$ cat config.mk
export PLATFORM = sky130hd
export DESIGN_NAME = usb_crc16_seq
export DESIGN_NICKNAME = d
export VERILOG_FILES = /design/src/rtl/usb_crc16_pkg.sv /design/src/rtl/usb_crc16_seq.sv
export SDC_FILE = /design/constraint.sdc
export NUM_CORES = 1
export LEC_CHECK = 0
export BUFFER_PORTS_ARGS = -buffer_cell sky130_fd_sc_hd__buf_2
export CORE_ASPECT_RATIO = 0.8
export CORE_MARGIN = 4
export CORE_UTILIZATION = 45
export DETAILED_ROUTE_END_ITERATION = 16
export PLACE_DENSITY = 0.83
export SLEW_MARGIN = 20
export SYNTH_ARGS = -nofsm -noshare
export SYNTH_HDL_FRONTEND = slang
export SYNTH_SLANG_ARGS = --single-unit
$ cat constraint.sdc
create_clock -name clk_i -period 1.8 [get_ports clk_i]
set_clock_uncertainty 0.2 [all_clocks]
set_input_delay 0.18 -clock clk_i [delete_from_list [all_inputs] [get_ports clk_i]]
set_output_delay 0.18 -clock clk_i [all_outputs]
set_load 0.01 [all_outputs]
$ cat src/rtl/usb_crc16_pkg.sv
package usb_crc16_pkg;
  localparam int CRC_W  = 16;
  localparam int BYTE_W = 8;

  typedef logic [CRC_W-1:0]  crc_t;
  typedef logic [BYTE_W-1:0] dbyte_t;

  // Reflected byte-wide table entry: shift right BYTE_W times
  function automatic crc_t tbl_entry(input dbyte_t idx, input crc_t poly);
    crc_t c;
    c = crc_t'(idx);
    for (int k = 0; k < BYTE_W; k++) begin
      c = c[0] ? ((c >> 1) ^ poly) : (c >> 1);
    end
    return c;
  endfunction
endpackage

$ cat src/rtl/usb_crc16_seq.sv
module usb_crc16_seq
  import usb_crc16_pkg::*;
#(
  parameter crc_t PRELOAD = 16'hFE54,
  parameter crc_t RESIDUE = 16'hB001
) (
  input  logic   clk_i,
  input  logic   rst_ni,
  input  logic   sop_i,
  input  logic   data_vld_i,
  input  dbyte_t data_i,
  input  logic   eop_i,
  input  crc_t   fold_i,
  output crc_t   crc_o,
  output dbyte_t pend_o,
  output logic   active_o,
  output logic   ok_o
);
  crc_t   crc_q;
  dbyte_t pend_q;
  logic   active_q;
  logic   ok_q;

  always_ff @(posedge clk_i or negedge rst_ni) begin
    if (!rst_ni) begin
      crc_q    <= PRELOAD;
      pend_q   <= '0;
      active_q <= 1'b0;
      ok_q     <= 1'b0;
    end else if (sop_i) begin
      crc_q    <= PRELOAD;
      pend_q   <= '0;   // virtual zero byte
      active_q <= 1'b1;
      ok_q     <= 1'b0;
    end else if (active_q && eop_i) begin
      crc_q    <= fold_i;
      active_q <= 1'b0;
      ok_q     <= (fold_i == RESIDUE);
    end else if (active_q && data_vld_i) begin
      crc_q  <= fold_i;
      pend_q <= data_i;
    end
  end

  assign crc_o    = crc_q;
  assign pend_o   = pend_q;
  assign active_o = active_q;
  assign ok_o     = ok_q;
endmodule

==> impl_results.md <==
* Floorplan core area at 0.002482 mm²
* Number of clock buffers inserted by TritonCTS at 3
* Leakage at 0.8779 nW
* Average size of a mapped cell at 12.73 µm²
* RSZ-0062 raised after global routing: no
* Drt pass-1 iters at 4
* Via count of the first global-routing pass at 1036
* Highest ir drop seen on vdd at 396.8 µV
* # DRC at 0
* Worst path setup slack after routing at 0.08524 ns
* Power Dens Cells at 701.8 mW/mm²
* Number of ports placed on the die boundary at 55
* Net Sw Frac at 0.2514
* Top library cells by usage in the layout, fill and taps aside: sky130_fd_sc_hd__buf_2, sky130_fd_sc_hd__dlygate4sd3_1, sky130_fd_sc_hd__dfrtp_1
* Wire length reported by the detailed router at 2855 µm
* Die outline height at 53.87 µm
* Clock latency at the later pin of the worst-skew pair at 0.31 ns
* Final hold violations at 0
* Iteration-0 DRC count of the detailed router at 14
* Warnings from Yosys at 0
* Synth top area share at 0.3383
* Clock power share at 0.238
* Pin slew with the least headroom to its limit at 0.5604 ns
* Pin count of the biggest net entering global routing at 27
* Tightest Hold Check Type: in2reg
* Starting density of the core at 0.4768
* Top post-synthesis cells by area: sky130_fd_sc_hd__dfrtp_1, sky130_fd_sc_hd__dfstp_2, sky130_fd_sc_hd__a21bo_2
* Number of gates resized after CTS at 0
* Total overflow reported by the global router at 0
* DR WL/cell at 14.00 µm
* Die Area at 0.003520 mm²
* Tot GR Track Use at 0.1761
* Remaining max-slew budget at the tightest pin at 0.6264
* Site Rows at 16
* Area leader, netlist: sky130_fd_sc_hd__dfrtp_1
* Launch instance of the worst min-delay path: fold_i[15]
* Net count after synthesis at 122
* Initial antenna violation count at 0
* Data arrival at the endpoint of the critical path at 1.73 ns
* Detailed Place HPWL at 1973 µm
* Power dissipated by switching net loads at 301.6 µW
* Commonest non-fill, non-tap cell in the layout: sky130_fd_sc_hd__buf_2
* Clock period minus worst slack at 1.715 ns
* Type of the worst setup path: in2reg
* Number of distinct library cells after synthesis at 25
* Number of sinks driven by the clock tree at 26
* Post-route cell area at 0.001709 mm²
* Run status: finished, final reports clean
* Proportion of power drawn by flip-flops and latches at 0.549
* Fmax at 583.2 MHz
* Largest fanout of any net on the critical path at 16
* Total Neg Setup Slack at 0 ns
* Layout Area Growth over Synthesis at 44.40%
* Clock tree from TritonCTS: yes
* Layout cell share with drive strength beyond 1 at 0.5179
* Internal at 897.9 µW
* Instance count of the mapped netlist at 93
* Fin nets at 198
* Count of filler cells inserted in the layout at 199
* Share of synthesized area occupied by flip-flops and latches at 0.5603
* Reg2reg setup slack at 0.26 ns
* Endpoint class of the critical path: register
* Buffer cell driving the clock tree root: sky130_fd_sc_hd__clkbuf_4
* Data required time at the worst endpoint at 1.81 ns
* Period Utilization, post-route at 0.9526
* Clock-pin transition on the worst setup and hold timing paths at 0.13 ns
* Post-synth design cell area at 0.001184 mm²
* Residual antenna-violating net count after detailed routing at 0
* Post-detailed-route via-to-cell ratio at 4.770
* CTS H-tree depth at 1
* Antenna diodes at 0
* Fraction of the core area covered by cells at the end of the flow at 0.6885
* IO Port Bufs at 54
* CTS max path bufs at 2
* Final count of pins violating max slew at 0
* Startpoint type of the worst setup path: primary input
* Placed cell area at 0.001463 mm²
* Share of power burned in combinational logic at 0.213
* Power after layout at 1.199 mW
* Max_cap viols at 0
* Pre-CTS setup slack at 0.2678 ns
* First-pass GRT wire length at 4698 µm
* Count of final setup violators at 0
* Startpoint of the lowest-slack register-to-register path: active_o
* Total of flip-flops plus latches after synthesis at 26
* Placer's final routability congestion estimate at 0.7549
* Total vias in the final route at 973
* Start point of the critical path: eop_i
* Width of the die at 65.34 µm
==> cell usage after synthesis (all sizes together) <==
cell type,n
a21bo,9
a21o,1
a21oi,10
buf,5
clkbuf,1
dfrtp,16
dfstp,10
inv,1
mux2,7
mux2i,8
nand2,1
nand3,1
nand3b,1
nand4b,1
nor2,9
nor2b,6
nor4,2
nor4b,1
o21a,1
o31ai,1
or2,1
==> what timing repair did <==
action | CTS | global route
hold endpoints to repair | 32 | 0
setup buffers | 0 | 0
hold buffers | 21 | 0
==> power groups by stage <==
stage               clock network, mW  logic, mW  registers [mW]
detailed placement                  0      0.222           0.669
global route                    0.317      0.280           0.665
CTS                             0.296      0.257           0.659
finish                          0.285      0.256           0.659
global placement                    0      0.214           0.668
floorplan                           0      0.106           0.689
==> layer usage <==
layer  part of all wire  track usage  wire length [µm]  vias to the layer above
met5                  0            0                 0                        -
met4                  0      0.02759                 0                        0
met3              0.072      0.05219               205                        0
met2               0.50       0.3126              1423                       34
met1               0.43       0.2191              1226                      464
li1                   -            -                 -                      475
==> critical path, stage by stage <==
cell and delay (ns):
sky130_fd_sc_hd__dlygate4sd3_1 0.53, sky130_fd_sc_hd__buf_2 0.14, sky130_fd_sc_hd__o21a_1 0.25, sky130_fd_sc_hd__nor2_8 0.25
sky130_fd_sc_hd__mux2_2 0.38
==> path summary, 6_finish.rpt <==
check / to / depth (start not counted)
setup / recovery: crc_o[5] / 5
hold / removal: crc_o[15] / 3
setup reg to reg: crc_o[5] / 3
hold reg to reg: ok_o / 2
max in group asynchronous: crc_o[2] / 2
min in group asynchronous: active_o / 2
==> cell families (layout without fill, tap and decap cells) <==
| group | after synthesis | in the layout | synth area share |
|---|---|---|---|
| buffers and inverters | 7 | 82 | 0.04650 |
| AOI/OAI and AO/OA | 22 | 22 | 0.1374 |
| DFF | 26 | 26 | 0.5602 |
| muxes | 15 | 15 | 0.1374 |
| and+or+nand+nor | 23 | 23 | 0.1184 |
==> sequential cells by signal, indices dropped and copies added (netlist names) <==
name and flops:
ok_o 1, crc_o 16, active_o 1, pend_o 8
==> final cells by class <==
| class | count | area (µm²) | share of cell area |
|---|---|---|---|
| Tap cell | 36 | 45.04 | 0.02635 |
| Multi-Input combinational cell | 60 | 465.4 | 0.2723 |
| Timing Repair Buffer | 77 | 495.5 | 0.2899 |
| Clock buffer | 4 | 36.28 | 0.02123 |
| Sequential cell | 26 | 663.1 | 0.3880 |
| Inverter | 1 | 3.754 | 0.002196 |
==> through the flow <==
step	std cells	hold WS [ns]
final	204	0.004438
after global routing	204	0.01074
after CTS	204	0.002659
after detailed placement	179	0.009416
after global placement	179	-0.003969
after floorplan	93	-0.3156
Power figures use the tool's default switching activity.
